$ cat src/rtl/wfs_pkg.sv
`timescale 1ns/1ps
package wfs_pkg;

    typedef enum logic [1:0] {
        PH_FWD     = 2'd0,
        PH_REV     = 2'd1,
        PH_FWD_NEG = 2'd2,
        PH_REV_NEG = 2'd3
    } wfs_phase_e;

    typedef struct packed {
        logic enable;
        logic signed_on;
        logic mirror;
        logic loop_on;
    } wfs_mode_t;

    function automatic wfs_phase_e wfs_final_phase(input logic mirror, input logic signed_on);
        if (!mirror)        return PH_FWD;
        else if (signed_on) return PH_REV_NEG;
        else                return PH_REV;
    endfunction

    function automatic logic wfs_is_reverse(input wfs_phase_e ph);
        return (ph == PH_REV) || (ph == PH_REV_NEG);
    endfunction

    function automatic logic wfs_is_negated(input wfs_phase_e ph);
        return (ph == PH_FWD_NEG) || (ph == PH_REV_NEG);
    endfunction

endpackage

$ cat src/rtl/wfs_table.sv
`timescale 1ns/1ps
module wfs_table #(
    parameter int DEPTH = 16,
    parameter int WIDTH = 12,
    localparam int AW = $clog2(DEPTH)
) (
    input  logic             clk,
    input  logic             rst_n,
    input  logic             wr_en,
    input  logic             locked,
    input  logic [AW-1:0]    waddr,
    input  logic [WIDTH-1:0] wdata,
    input  logic [AW-1:0]    host_raddr,
    output logic [WIDTH-1:0] host_rdata,
    input  logic [AW-1:0]    play_raddr,
    output logic [WIDTH-1:0] play_rdata
);
    logic [WIDTH-1:0] mem_d [DEPTH];
    logic [WIDTH-1:0] mem_q [DEPTH];

    always_comb begin
        for (int i = 0; i < DEPTH; i++) begin
            mem_d[i] = mem_q[i];
            if (wr_en && !locked && (waddr == AW'(i))) begin
                mem_d[i] = wdata;
            end
        end
    end

    always_ff @(posedge clk) begin
        if (!rst_n) begin
            for (int i = 0; i < DEPTH; i++) mem_q[i] <= '0;
        end else begin
            for (int i = 0; i < DEPTH; i++) mem_q[i] <= mem_d[i];
        end
    end

    assign host_rdata = mem_q[host_raddr];
    assign play_rdata = mem_q[play_raddr];

    // a write while playback runs must not disturb the stored word
    p_locked_write_r2: assert property (@(posedge clk) disable iff (!rst_n)
        (wr_en && locked) |=> (mem_q[$past(waddr)] == $past(mem_q[waddr])));

    // an accepted write lands on the addressed word
    p_open_write_r2: assert property (@(posedge clk) disable iff (!rst_n)
        (wr_en && !locked) |=> (mem_q[$past(waddr)] == $past(wdata)));

endmodule

$ cat src/rtl/wfs_stepper.sv
`timescale 1ns/1ps
module wfs_stepper
    import wfs_pkg::*;
#(
    parameter int DEPTH = 16,
    localparam int AW = $clog2(DEPTH)
) (
    input  logic          clk,
    input  logic          rst_n,
    input  logic          restart,
    input  logic          enable,
    input  logic          step,
    input  logic          mirror,
    input  logic          signed_on,
    input  logic          loop_on,
    input  logic [AW-1:0] last,
    output logic          load_o,
    output logic          fire_o,
    output wfs_phase_e    phase_o,
    output logic [AW-1:0] addr_o,
    output logic          done_o
);
    typedef struct packed {
        logic          armed;
        logic          done;
        wfs_phase_e    phase;
        logic [AW-1:0] pos;
    } step_state_t;

    step_state_t st_d, st_q;
    wfs_phase_e  final_ph;
    logic        go;

    always_comb begin
        st_d     = st_q;
        final_ph = wfs_final_phase(mirror, signed_on);
        go       = enable && step && !restart;
        load_o   = go && st_q.armed;
        fire_o   = go && !st_q.armed && !st_q.done;

        if (restart) begin
            st_d.armed = 1'b1;
            st_d.done  = 1'b0;
            st_d.phase = PH_FWD;
            st_d.pos   = '0;
        end else if (load_o) begin
            st_d.armed = 1'b0;
        end else if (fire_o) begin
            if (st_q.pos == last) begin
                st_d.pos = '0;
                if (st_q.phase == final_ph) begin
                    if (loop_on) st_d.phase = PH_FWD;
                    else         st_d.done  = 1'b1;
                end else begin
                    st_d.phase = wfs_phase_e'(st_q.phase + 2'd1);
                end
            end else begin
                st_d.pos = st_q.pos + AW'(1);
            end
        end

        addr_o  = wfs_is_reverse(st_q.phase) ? (last - st_q.pos) : st_q.pos;
        phase_o = st_q.phase;
        done_o  = st_q.done;
    end

    always_ff @(posedge clk) begin
        if (!rst_n) begin
            st_q.armed <= 1'b1;
            st_q.done  <= 1'b0;
            st_q.phase <= PH_FWD;
            st_q.pos   <= '0;
        end else begin
            st_q <= st_d;
        end
    end

    // a configuration write re-arms the start and clears completion
    p_restart_arms_r3: assert property (@(posedge clk) disable iff (!rst_n)
        restart |=> (st_q.armed && !st_q.done && st_q.phase == PH_FWD));

    // completion of a single run persists until the next configuration write
    p_done_sticky_r8: assert property (@(posedge clk) disable iff (!rst_n)
        (st_q.done && !restart) |=> st_q.done);

    // no reverse or inverted pass without mirroring
    p_phase_legal_r6: assert property (@(posedge clk) disable iff (!rst_n)
        !mirror |-> (st_q.phase == PH_FWD));

    // inverted passes only exist in signed mode
    p_neg_needs_signed_r7: assert property (@(posedge clk) disable iff (!rst_n)
        !signed_on |-> !wfs_is_negated(st_q.phase));

    // the position never passes the last used word
    p_pos_bound_r5: assert property (@(posedge clk) disable iff (!rst_n)
        st_q.pos <= last);

endmodule

$ cat src/rtl/wfs_code.sv
`timescale 1ns/1ps
module wfs_code #(
    parameter int WIDTH = 12
) (
    input  logic [WIDTH-1:0] entry,
    input  logic             signed_on,
    input  logic             negate,
    output logic [WIDTH-1:0] code
);
    localparam int MID = 1 << (WIDTH - 1);
    localparam int TOP = (1 << WIDTH) - 1;

    logic [WIDTH-2:0] mag;
    logic             sgn;
    logic [WIDTH:0]   biased;

    always_comb begin
        mag    = entry[WIDTH-2:0];
        sgn    = entry[WIDTH-1] ^ negate;
        biased = sgn ? ((WIDTH+1)'(MID) - {2'b00, mag})
                     : ((WIDTH+1)'(MID) + {2'b00, mag});
        if (!signed_on) begin
            code = entry;
        end else if (biased < (WIDTH+1)'(1)) begin
            code = WIDTH'(1);
        end else if (biased > (WIDTH+1)'(TOP)) begin
            code = WIDTH'(TOP);
        end else begin
            code = biased[WIDTH-1:0];
        end
    end

endmodule

$ cat src/rtl/wfs_seq.sv
`timescale 1ns/1ps
module wfs_seq
    import wfs_pkg::*;
#(
    parameter int DEPTH = 16,
    parameter int WIDTH = 12,
    localparam int AW = $clog2(DEPTH)
) (
    input  logic             clk,
    input  logic             rst_n,
    input  logic             cfg_wr,
    input  logic             cfg_enable,
    input  logic             cfg_signed,
    input  logic             cfg_mirror,
    input  logic             cfg_loop,
    input  logic [AW-1:0]    cfg_len,
    input  logic             tbl_wr,
    input  logic [AW-1:0]    tbl_waddr,
    input  logic [WIDTH-1:0] tbl_wdata,
    input  logic [AW-1:0]    tbl_raddr,
    output logic [WIDTH-1:0] tbl_rdata,
    input  logic             in_wr,
    input  logic [WIDTH-1:0] in_data,
    input  logic             step,
    output logic [WIDTH-1:0] dac_code,
    output logic             seq_done
);
    typedef struct packed {
        wfs_mode_t        mode;
        logic [AW-1:0]    last;
        logic [WIDTH-1:0] in_reg;
        logic [WIDTH-1:0] out;
    } top_state_t;

    top_state_t s_d, s_q;

    logic             load_w, fire_w;
    wfs_phase_e       phase_w;
    logic [AW-1:0]    play_addr_w;
    logic [WIDTH-1:0] play_word_w;
    logic [WIDTH-1:0] code_w;

    wfs_table #(.DEPTH(DEPTH), .WIDTH(WIDTH)) u_table (
        .clk        (clk),
        .rst_n      (rst_n),
        .wr_en      (tbl_wr),
        .locked     (s_q.mode.enable),
        .waddr      (tbl_waddr),
        .wdata      (tbl_wdata),
        .host_raddr (tbl_raddr),
        .host_rdata (tbl_rdata),
        .play_raddr (play_addr_w),
        .play_rdata (play_word_w)
    );

    wfs_stepper #(.DEPTH(DEPTH)) u_stepper (
        .clk       (clk),
        .rst_n     (rst_n),
        .restart   (cfg_wr),
        .enable    (s_q.mode.enable),
        .step      (step),
        .mirror    (s_q.mode.mirror),
        .signed_on (s_q.mode.signed_on),
        .loop_on   (s_q.mode.loop_on),
        .last      (s_q.last),
        .load_o    (load_w),
        .fire_o    (fire_w),
        .phase_o   (phase_w),
        .addr_o    (play_addr_w),
        .done_o    (seq_done)
    );

    wfs_code #(.WIDTH(WIDTH)) u_code (
        .entry     (play_word_w),
        .signed_on (s_q.mode.signed_on),
        .negate    (wfs_is_negated(phase_w)),
        .code      (code_w)
    );

    always_comb begin
        s_d = s_q;
        if (cfg_wr) begin
            s_d.mode.enable    = cfg_enable;
            s_d.mode.signed_on = cfg_signed;
            s_d.mode.mirror    = cfg_mirror;
            s_d.mode.loop_on   = cfg_loop;
            s_d.last           = cfg_len;
        end
        if (in_wr) begin
            s_d.in_reg = in_data;
        end
        if (load_w) begin
            s_d.out = s_q.in_reg;
        end else if (fire_w) begin
            s_d.out = code_w;
        end
    end

    always_ff @(posedge clk) begin
        if (!rst_n) begin
            s_q.mode   <= '0;
            s_q.last   <= '1;
            s_q.in_reg <= '0;
            s_q.out    <= '0;
        end else begin
            s_q <= s_d;
        end
    end

    assign dac_code = s_q.out;

    // without a step the output code holds
    p_hold_no_step_r10: assert property (@(posedge clk) disable iff (!rst_n)
        !step |=> (dac_code == $past(dac_code)));

    // a step with playback off changes nothing
    p_idle_step_r9: assert property (@(posedge clk) disable iff (!rst_n)
        (step && !s_q.mode.enable) |=> $stable(dac_code));

    // signed playback never reaches code zero
    p_signed_floor_r7: assert property (@(posedge clk) disable iff (!rst_n)
        (fire_w && s_q.mode.signed_on) |=> (dac_code != '0));

    // the arming step hands over the input register
    p_arm_load_r4: assert property (@(posedge clk) disable iff (!rst_n)
        (load_w && !in_wr) |=> (dac_code == $past(s_q.in_reg)));

endmodule

$ cat config.mk
export PLATFORM = sky130hd
export DESIGN_NAME = wfs_seq
export DESIGN_NICKNAME = d
export VERILOG_FILES = /design/src/rtl/wfs_pkg.sv /design/src/rtl/wfs_table.sv /design/src/rtl/wfs_stepper.sv /design/src/rtl/wfs_code.sv /design/src/rtl/wfs_seq.sv
export SDC_FILE = /design/constraint.sdc
export NUM_CORES = 1
export LEC_CHECK = 0
export BUFFER_PORTS_ARGS = -buffer_cell sky130_fd_sc_hd__buf_4
export CORE_AREA = 3 3 200 124
export CTS_CLUSTER_SIZE = 8
export DETAILED_ROUTE_END_ITERATION = 8
export DIE_AREA = 0 0 203 127
export GPL_TIMING_DRIVEN = 0
export PLACE_DENSITY = 0.8
export SLEW_MARGIN = 20
export SYNTH_ARGS = -nofsm -noshare
export SYNTH_HDL_FRONTEND = slang
export SYNTH_SLANG_ARGS = --single-unit
$ cat constraint.sdc
create_clock -name clk -period 4.3 [get_ports clk]
set_input_delay 0.86 -clock clk [delete_from_list [all_inputs] [get_ports clk]]
set_output_delay 0.86 -clock clk [all_outputs]
set_load 0.05 [all_outputs]
=== After elaboration in Yosys (flattened, before gate mapping) ===
Memories as Yosys holds them, arrays and structs flattened.
Index checks and enable logic that the tools add are counted.

* Register bits: 40
* Memory bits (writable): 192
* Word-level logic and storage cells: 172
* Memories kept: 1
* Input port bits: 46

{| class="wikitable"
|+ Memory list
! memory !! depth !! bits a word !! read ports !! clocked after Yosys merged registers in !! wr ports !! line !! source
|-
| u_table.mem_q || 16 || 12 || 2 || 0 || 16 || wfs_table.sv:19 || <nowiki>logic [WIDTH-1:0] mem_q [DEPTH];</nowiki>
|}

* Mux-type cells: 46
* Reduce and logical (&&, ||, !) cells: 50
* Eq/ne operators: 37
* Add/subtract/negate cells: 5
* Bitwise logic cells: 20
* Magnitude comparators: 2

{| class="wikitable"
|+ Operators with widths
! operator !! number
|-
| 12-bit 2-to-1 mux || 37
|-
| 2-bit AND reduction || 17
|-
| 4-bit == test (second input constant) || 8
|-
| 1-bit logical AND || 22
|-
| 4-bit by 3-bit == test with 1-bit output (second input constant) || 4
|-
| 1-bit != test (second input constant) || 16
|-
| 1-bit OR || 16
|-
| 12-bit by 11-bit adder with 13-bit output (first input constant) || 1
|-
| 13-bit by 12-bit greater-than comparator with 1-bit output (second input constant) || 1
|-
| 13-bit by 1-bit < comparator with 1-bit output (second input constant) || 1
|-
| 13-bit 2-to-1 mux || 1
|-
| 12-bit by 11-bit subtractor with 13-bit output (first input constant) || 1
|-
| 4-bit by 2-bit == test with 1-bit output (second input constant) || 2
|-
| 2-bit 2-to-1 mux || 4
|-
| 4-bit 2-to-1 mux || 2
|-
| 5-bit AND reduction || 1
|-
| 4-bit by 1-bit adder with 4-bit output (second input constant) || 1
|-
| 2-bit == test (second input constant) || 2
|-
| 4-bit by 1-bit == test with 1-bit output (second input constant) || 1
|-
| 4-bit == test || 1
|-
| 1-bit zero test || 4
|-
| 4-bit zero test || 1
|-
| 4-bit AND reduction || 1
|-
| 4-bit subtractor || 1
|-
| other kinds (10) || 14
|}

=== Logic depth before layout (Yosys ltp) ===
Gate-level depths: netlist of the first run.
An unclocked memory read counts as a cell.

* Depth in word-level cells: 12
* Depth in mapped cells: 18

=== Cells and area by module ===
A second synthesis of the first run with hierarchy kept.

* Cells, all modules: 883
* Area total of the unflattened synthesis: 12,191.7 µm²

{| class="wikitable"
|+ By module, submodules not included
! module !! cells an instance !! area each (µm²) !! instances !! seq. area each (µm²)
|-
| wfs_table || 603 || 9,590.4 || 1 || 5,765.5
|-
| wfs_seq || 129 || 1,465.2 || 1 || 640.6
|-
| wfs_stepper || 78 || 636.9 || 1 || 160.2
|-
| wfs_code || 73 || 499.2 || 1 || 0.0
|}

=== Worst setup path before layout of the first run ===
No wires, ideal clock.

* Kind: input -> output
* Start point: input port tbl_raddr[0]
* End point: output port tbl_rdata[0]
* Arrival: 3,091 ps
* Slack: 349 ps
* Buffers on the path: 2
* Stages: 4
* Cells stage by stage: buf_1 > buf_1 > mux4_2 > mux4_2

* Cells in the longest elaborated chain, start to end: 1

{| class="wikitable"
|+ Ends and longest elaborated chain
! what !! line !! source
|-
| start: declaration || wfs_seq.sv:20 || <nowiki>input logic [AW-1:0] tbl_raddr,</nowiki>
|-
| memory 16 x 12 bit || -- ||
|-
| end: declaration || wfs_seq.sv:21 || <nowiki>output logic [WIDTH-1:0] tbl_rdata,</nowiki>
|}

No other way between the ends.

=== Final worst setup path of the first run ===
* Start point: register u_stepper.st_q (netlist bit u_stepper.phase_o[1])
* End point: register s_q (netlist bit dac_code[0])

* Cells in the longest elaborated chain, start to end: 12
* Elaborated cells on any way between the ends: 18

{| class="wikitable"
|+ Ends and longest elaborated chain
! what !! line !! source
|-
| start: declaration || wfs_stepper.sv:30 || <nowiki>step_state_t st_d, st_q;</nowiki>
|-
| start signal: assignment || wfs_stepper.sv:74 || <nowiki>st_q <= st_d;</nowiki>
|-
| 2-bit by 1-bit == test with 1-bit output / 2-bit == test (equally long branches) || wfs_pkg.sv:25, wfs_pkg.sv:29 ||
|-
| 1-bit logical OR || wfs_pkg.sv:25 || <nowiki>return (ph == PH_REV) || (ph == PH_REV_NEG);</nowiki>
|-
| 4-bit 2-to-1 mux || wfs_stepper.sv:62 || <nowiki>addr_o = wfs_is_reverse(st_q.phase) ? (last - st_q.pos) : st_q.pos;</nowiki>
|-
| memory 16 x 12 bit || -- ||
|-
| 12-bit by 11-bit adder with 13-bit output (tied with other cells) || wfs_code.sv:21 || <nowiki>: ((WIDTH+1)'(MID) + {2'b00, mag});</nowiki>
|-
| 13-bit 2-to-1 mux || wfs_code.sv:20 || <nowiki>biased = sgn ? ((WIDTH+1)'(MID) - {2'b00, mag})</nowiki>
|-
| 13-bit by 12-bit greater-than comparator with 1-bit output || wfs_code.sv:26 || <nowiki>end else if (biased > (WIDTH+1)'(TOP)) begin</nowiki>
|-
| 12-bit 2-to-1 mux || wfs_code.sv:26 ||
|-
| 12-bit 2-to-1 mux || wfs_code.sv:24 || <nowiki>end else if (biased < (WIDTH+1)'(1)) begin</nowiki>
|-
| 12-bit 2-to-1 mux (*) || wfs_code.sv:22 || <nowiki>if (!signed_on) begin</nowiki>
|-
| 12-bit 2-to-1 mux (*) || wfs_seq.sv:94 || <nowiki>end else if (fire_w) begin</nowiki>
|-
| 12-bit 2-to-1 mux (*) || wfs_seq.sv:92 || <nowiki>if (load_w) begin</nowiki>
|-
| end: declaration || wfs_seq.sv:35 || <nowiki>top_state_t s_d, s_q;</nowiki>
|}

Mark *: on every way between the ends. The rest lies on a longest branch, timed or not. The select of a mux whose other input is x is not followed.
A chain may end at the register's enable or synchronous reset.

==> results of run 1 <==
==> worst max path at each step <==
stage | startpoint | to | slack (ps) | cells past startpoint
finish | u_stepper.phase_o[1] | dac_code[0] | 120 | 16
global route | u_stepper.st_q[0] | dac_code[0] | 2 | 17
CTS | u_stepper.st_q[2] | dac_code[0] | 60 | 15
detailed placement | u_stepper.st_q[2] | dac_code[0] | -560 | 16
global placement | u_stepper.st_q[2] | dac_code[0] | -540 | 16
floorplan | tbl_raddr[0] | tbl_rdata[0] | 350 | 4
==> metrics by stage <==
step / std cells / TNS, ps
2_1_floorplan: 978 / 0
5_1_grt: 1422 / 0
3_5_place_dp: 1368 / -3940
3_3_place_gp: 1362 / -5340
6_report: 1422 / 0
4_1_cts: 1417 / 0
==> power by group <==
group          internal, mW  switching [mW]  total (mW)
Clock                  1.54           0.954        2.49
Sequential             2.56          0.0629        2.62
Combinational         0.221           0.335       0.556
Total                  4.32            1.35        5.67
==> routing by layer <==
metal	share of wire	vias to the layer above
li1	-	3911
met1	0.39	4528
met2	0.42	741
met3	0.15	120
met4	0.035	0
met5	0	-
==> layout by cell type, fill, tap and decap left out, types with 5 or more instances in the layout <==
cell type / synthesis / final
a211oi_1: 7 / 7
a21oi_1: 14 / 14
a22oi_1: 9 / 9
a32oi_1: 21 / 21
and3_1: 15 / 15
buf_1: 15 / 8
buf_2: 9 / 11
buf_4: 16 / 89
buf_6: 5 / 14
clkbuf_1: 34 / 43
clkbuf_16: 0 / 37
dfxtp_1: 40 / 37
edfxtp_1: 192 / 192
ha_1: 8 / 7
inv_1: 20 / 20
mux2i_1: 59 / 56
mux4_2: 78 / 78
nand2_1: 125 / 124
nand3_1: 21 / 20
nor2_1: 161 / 158
nor2_4: 0 / 5
nor2b_1: 6 / 6
nor3_1: 6 / 6
o211ai_1: 6 / 6
o21ai_0: 15 / 7
o21ai_2: 1 / 7
or2_2: 6 / 6
xnor2_1: 7 / 7
xor2_1: 5 / 5
==> cells by family (layout without fill, tap and decap cells) <==
| group | count (synthesis) | in the layout |
|---|---|---|
| AND/OR/NAND/NOR | 374 | 374 |
| flip-flops | 232 | 232 |
| multiplexers | 141 | 141 |
| AO/OA/AOI/OAI | 109 | 109 |
| buffers and inverters | 100 | 229 |
| XOR/XNOR | 13 | 13 |
| adder cells (fa/ha/maj) | 9 | 9 |
==> area by class of cell <==
cell class,instances,area (um^2)
Fill cell,1738,8610
Sequential cell,232,6570
Multi-Input combinational cell,646,5260
Clock buffer,49,971
Timing Repair Buffer,80,627
Buffer,79,455
Tap cell,315,394
Inverter,21,78.8
==> tightest hold or removal path, delay by kind of cell (launching register included) <==
kind | cells | cell delay (ps)
flip-flops | 1 | 320
multiplexers | 1 | 60
AND/OR/NAND/NOR | 1 | 80
==> sequential cells by signal, indices dropped and copies added, names as in the netlist <==
| name | count |
|---|---|
| u_table.mem_q | 192 |
| s_q | 20 |
| dac_code | 12 |
| u_stepper.st_q | 5 |
| u_stepper.phase_o | 2 |
| u_stepper.done_o | 1 |
==> what timing repair did <==
item,4_1_cts,5_1_grt
buffers inserted,0,5
resized for setup,38,14
pin swaps,0,2
setup endpoints to repair,21,5
==> impl_metrics.tcl, run 1 <==
set metrics [dict create \
    status "completed" \
    root_buffer "clkbuf_16" \
    p_leak_nw 5.22 \
    worstHoldEndpoint "s_q[23]" \
    grt_pass1_vias 9212 \
    syn_nets 1033 \
    r2r_cells 16 \
    drtPass1Iterations 6 \
    met2_usage 0.402 \
    synth_area_leader_cell "edfxtp_1" \
    path_max_fanout 10 \
    wl_per_cell_um 25.7 \
    io_buffers 69 \
    grt_max_degree 13 \
    cts_hold_buf 0 \
    regToRegSetupSlack_ps 120 \
    crit_chain "inv_1 -> ha_1 -> or3_4 -> nand2_1 -> clkbuf_2 -> nand2_1 -> a32o_1 -> o21ai_0 -> o21ai_2 -> ha_1 -> inv_1 -> nor4_4 -> xnor2_1 -> and3_1 -> o211ai_1 -> a221oi_2" \
    fp.dieH_um 127 \
    viasPerCell 6.54 \
    cts.clk_slew.worst_paths_ps 60 \
    holdWs_ps 497 \
    synth_most_common_cell "edfxtp_1" \
    min_period_ps 4180 \
    synthCells 978 \
    cts_buffers 34 \
    peakVddDrop_v 0.000349 \
    pin_count 71 \
    clockBufferDepth 3 \
    grt_util_met3 0.0955 \
    postRouteAntennaNets 0 \
    crit_required_ps 4720 \
    yosys-mux-area-fraction 0.197 \
    crit_slowest_cell "nand2_1" \
    synthArstFlopShare 0 \
    path_delay_family "simple AND/OR/NAND/NOR gates" \
    rsz0062_at_grt "false" \
    period_share 0.972 \
    routed_wl_um 36500 \
    grt.busiest_layer "met1" \
    holdPathStages 2 \
    rr_startpoint "u_stepper.phase_o[1]" \
    synthAdderAreaFrac 0.00989 \
    p_total_mw 5.67 \
    timing.final.max_slew_violations 0 \
    slowest_delay_ps 460 \
    postPlaceCellArea_um2 13200 \
    yosysWarnings 0 \
    dieWidth_um 203 \
    ys_ff_latch 232 \
    synth_compound_area_frac 0.0678 \
    hold_start "s_q[23]" \
    antenna_found_initial 0 \
    fmax_ghz 0.239 \
    p_per_area_nw_per_um2 395 \
    worstPathArrival_ps 4600 \
    htree_num_levels 2 \
    gp_congestion 0.937 \
    crit_buf_inv 3 \
    grt_overflow 0 \
    drive_gt1_frac 0.257 \
    synth.top_cell.area_share 0.475 \
    synth_common_cells "edfxtp_1, nor2_1, nand2_1" \
    grt_use_met1 0.408 \
    final_util 0.625 \
    start_util 0.529 \
    grtUsageTotal 0.282 \
    synth_top_family_by_area "multiplexers" \
    slew_headroom 0.297 \
    rows 43 \
    synthXorXnorAreaFrac 0.00999 \
    synthSimpleGateAreaFrac 0.135 \
    vias 9300 \
    clock-sinks 232 \
    finalNetCount 1149 \
    holdCritPathClass "flip-flop to flip-flop" \
    synthFlopType "edfxtp_1" \
    worstMarginPinSlew_ps 1050 \
    ys_seq_area_frac 0.541 \
    setup_slack_ps 122 \
    place_ws_ps -560 \
    cts_tree "built" \
    drc 0 \
    path_class "flip-flop to flip-flop" \
    synth_area_um2 12100 \
    dp_hpwl_um 26700 \
    endpoint_kind "flip-flop" \
    clock_latency_ps 500 \
    synth_area_leaders "edfxtp_1, mux4_2, dfxtp_1" \
    final_area_um2 14400 \
    syn_area_per_cell_um2 12.4 \
    grt_pass1_wl_um 54200 \
    synthDistinctLibCells 70 \
    fp.coreArea_um2 23000 \
    r2r_end "dac_code[0]" \
    dieArea_um2 25800 \
    finalHoldViolations 0 \
    first_iter_violations 1325 \
    setup_viol 0 \
    startpoint_type "flip-flop" \
    synth_edf_count 192 \
    skew_ps 12.9 \
    maxCapViolCount 0 \
    syn_to_final_growth_pct 18.2 \
    diodes 0 \
]
Power figures use the tool's default switching activity.
==> run 2: changes to the inputs <==
--- a/config.mk
+++ b/config.mk
@@ -5,11 +5,13 @@
 export SDC_FILE = /design/constraint.sdc
 export NUM_CORES = 1
 export LEC_CHECK = 0
+export ABC_AREA = 1
 export BUFFER_PORTS_ARGS = -buffer_cell sky130_fd_sc_hd__buf_4
-export CORE_AREA = 3 3 200 124
+export CORE_AREA = 3 3 207 128
+export CTS_CLUSTER_DIAMETER = 200
 export CTS_CLUSTER_SIZE = 8
 export DETAILED_ROUTE_END_ITERATION = 8
-export DIE_AREA = 0 0 203 127
+export DIE_AREA = 0 0 210 131
 export GPL_TIMING_DRIVEN = 0
 export PLACE_DENSITY = 0.8
 export SLEW_MARGIN = 20
==> constraint.sdc (replaced) <==
create_clock -name clk -period 4.9 [get_ports clk]
set_input_delay 0.98 -clock clk [delete_from_list [all_inputs] [get_ports clk]]
set_output_delay 0.98 -clock clk [all_outputs]
set_load 0.05 [all_outputs]
==> impl_metrics.tcl, run 2 <==
set metrics [dict create \
    status "completed" \
    synth_area_leaders "edfxtp_1, nand2_1, nand3_1" \
    postRouteAntennaNets 0 \
    startpoint_type "input pin" \
    grt_pass1_wl_um 76900 \
    synthArstFlopShare 0 \
    pin_count 71 \
    p_leak_nw 6.33 \
    synth.top_cell.area_share 0.442 \
    largest_reg_flops 192 \
    wl_per_cell_um 26.5 \
    synthAdderAreaFrac 0.00920 \
    dieArea_um2 27500 \
    clockBufferDepth 3 \
    first_iter_violations 2575 \
    grt.busiest_layer "met1" \
    drc 0 \
    start_util 0.523 \
    syn_area_per_cell_um2 8.05 \
    finalNetCount 1786 \
    maxCapViolCount 0 \
    drtPass1Iterations 6 \
    top_register "u_table.mem_q" \
    io_buffers 66 \
    grtUsageTotal 0.394 \
    path_max_fanout 10 \
    worstPathArrival_ps 3860 \
    synth_area_um2 13100 \
    clock-sinks 232 \
    dp_cells 2024 \
    htree_num_levels 2 \
    setup_viol 0 \
    syn_nets 1677 \
    cts.clk_slew.worst_paths_ps 50 \
    synthSimpleGateAreaFrac 0.237 \
    postPlaceCellArea_um2 14100 \
    fp.dieH_um 131 \
    routed_wl_um 54900 \
    cts_hold_buf 0 \
    viasPerCell 6.25 \
    endpoint_kind "primary output" \
    period_share 0.988 \
    synthCells 1622 \
    cts_tree "built" \
    root_buffer "clkbuf_16" \
    yosysWarnings 0 \
    peakVddDrop_v 0.000378 \
    holdCritPathClass "flip-flop to flip-flop" \
    synth_compound_area_frac 0.131 \
    rsz0062_at_grt "false" \
    dieWidth_um 210 \
    vias 12940 \
    synth_most_common_cell "nand2_1" \
    ys_seq_area_frac 0.503 \
    synthXorXnorAreaFrac 0.00268 \
    synth_area_leader_cell "edfxtp_1" \
    finalHoldViolations 0 \
    final_common_cell "nand2_1" \
    path_class "input pin to primary output" \
    grt_max_degree 13 \
    p_per_area_nw_per_um2 338 \
    yosys-mux-area-fraction 0.00614 \
    crit_required_ps 3920 \
    cts_buffers 34 \
    worstMarginPinSlew_ps 1140 \
    grt_util_met3 0.185 \
    final_cell_mix "nand2_1, inv_1, edfxtp_1" \
    final_cells 2071 \
    synth_edf_count 192 \
    synth_top_family_by_area "simple AND/OR/NAND/NOR gates" \
    clock_latency_ps 530 \
    cts_setup_buffers 0 \
    grt_pass1_vias 11290 \
    skew_ps 25.5 \
    grt_use_met1 0.594 \
    final.setup.tns_ps 0 \
    met2_usage 0.494 \
    synthFlopType "edfxtp_1" \
    syn_to_final_growth_pct 15.3 \
    drive_gt1_frac 0.108 \
    cts_resized 0 \
    timing.final.max_slew_violations 0 \
    synthDistinctLibCells 40 \
    slew_headroom 0.239 \
    synth_common_cells "nand2_1, inv_1, edfxtp_1" \
    fmax_ghz 0.207 \
    grt_overflow 0 \
    rows 45 \
    fp.coreArea_um2 24900 \
    antenna_found_initial 0 \
    min_period_ps 4840 \
    dp_hpwl_um 40200 \
    final_area_um2 15100 \
    fillCellCount 2209 \
    diodes 0 \
    gp_congestion 1.05 \
    ys_ff_latch 232 \
]
-- run 2: per-stage QoR --
| stage | hold WS, ps | power, mW | worst slack (ps) | utilization |
|---|---|---|---|---|
| 2_1_floorplan | 435 | 2.60 | 919 | - |
| 3_3_place_gp | 456 | 2.83 | 346 | 0.560 |
| 3_5_place_dp | 465 | 2.85 | 430 | 0.565 |
| 4_1_cts | 473 | 5.02 | 432 | 0.603 |
| 5_1_grt | 505 | 5.19 | 31.2 | 0.603 |
| 6_report | 472 | 5.09 | 58.9 | 0.603 |
-- run 2: final cells by class --
| class | instances | area, um^2 | share of cell area |
|---|---|---|---|
| multi-input cells | 1055 | 5090 | 0.338 |
| repair buffers | 73 | 578 | 0.0384 |
| flip-flops and latches | 232 | 6570 | 0.436 |
| plain buffers | 122 | 644 | 0.0428 |
| well taps | 329 | 412 | 0.0274 |
| inverters | 213 | 800 | 0.0531 |
| clock buffers | 47 | 963 | 0.0640 |
-- run 2: final timing paths --
path	from	end	slack [ps]	cells after the start
min	dac_code[11]	dac_code[11]	470	2
max	tbl_raddr[0]	tbl_rdata[7]	60	8
min reg2reg	dac_code[11]	dac_code[11]	470	2
max reg2reg	u_stepper.st_q[0]	dac_code[0]	250	23
-- run 2: logic make-up after synthesis --
family / Yosys count
AOI/OAI and AO/OA: 304
buffers and inverters: 335
DFF: 232
xor gates and xnor gates: 4
and+or+nand+nor: 730
muxes: 8
adders and majority gates: 9
-- run 2: where the power goes --
part           internal (mW)  total, mW  switching [mW]
logic                  0.147      0.585           0.437
registers               2.23       2.27          0.0438
clock network           1.35       2.23           0.886
total                   3.72       5.09            1.37
-- run 2: per-layer routing --
layer,part of all wire,routed length [um],vias to the layer above
li1,-,-,5606
met1,0.41,22700,6045
met5,0,0,-
met4,0.031,1720,0
met3,0.19,10500,163
met2,0.36,20000,1126
-- run 2: worst max-delay path: stages --
cell	delay, ps
clkbuf_1	250
clkbuf_1	530
clkbuf_1	690
a21oi_1	130
o21ai_0	520
o221ai_1	360
nand2_1	180
buf_4	210
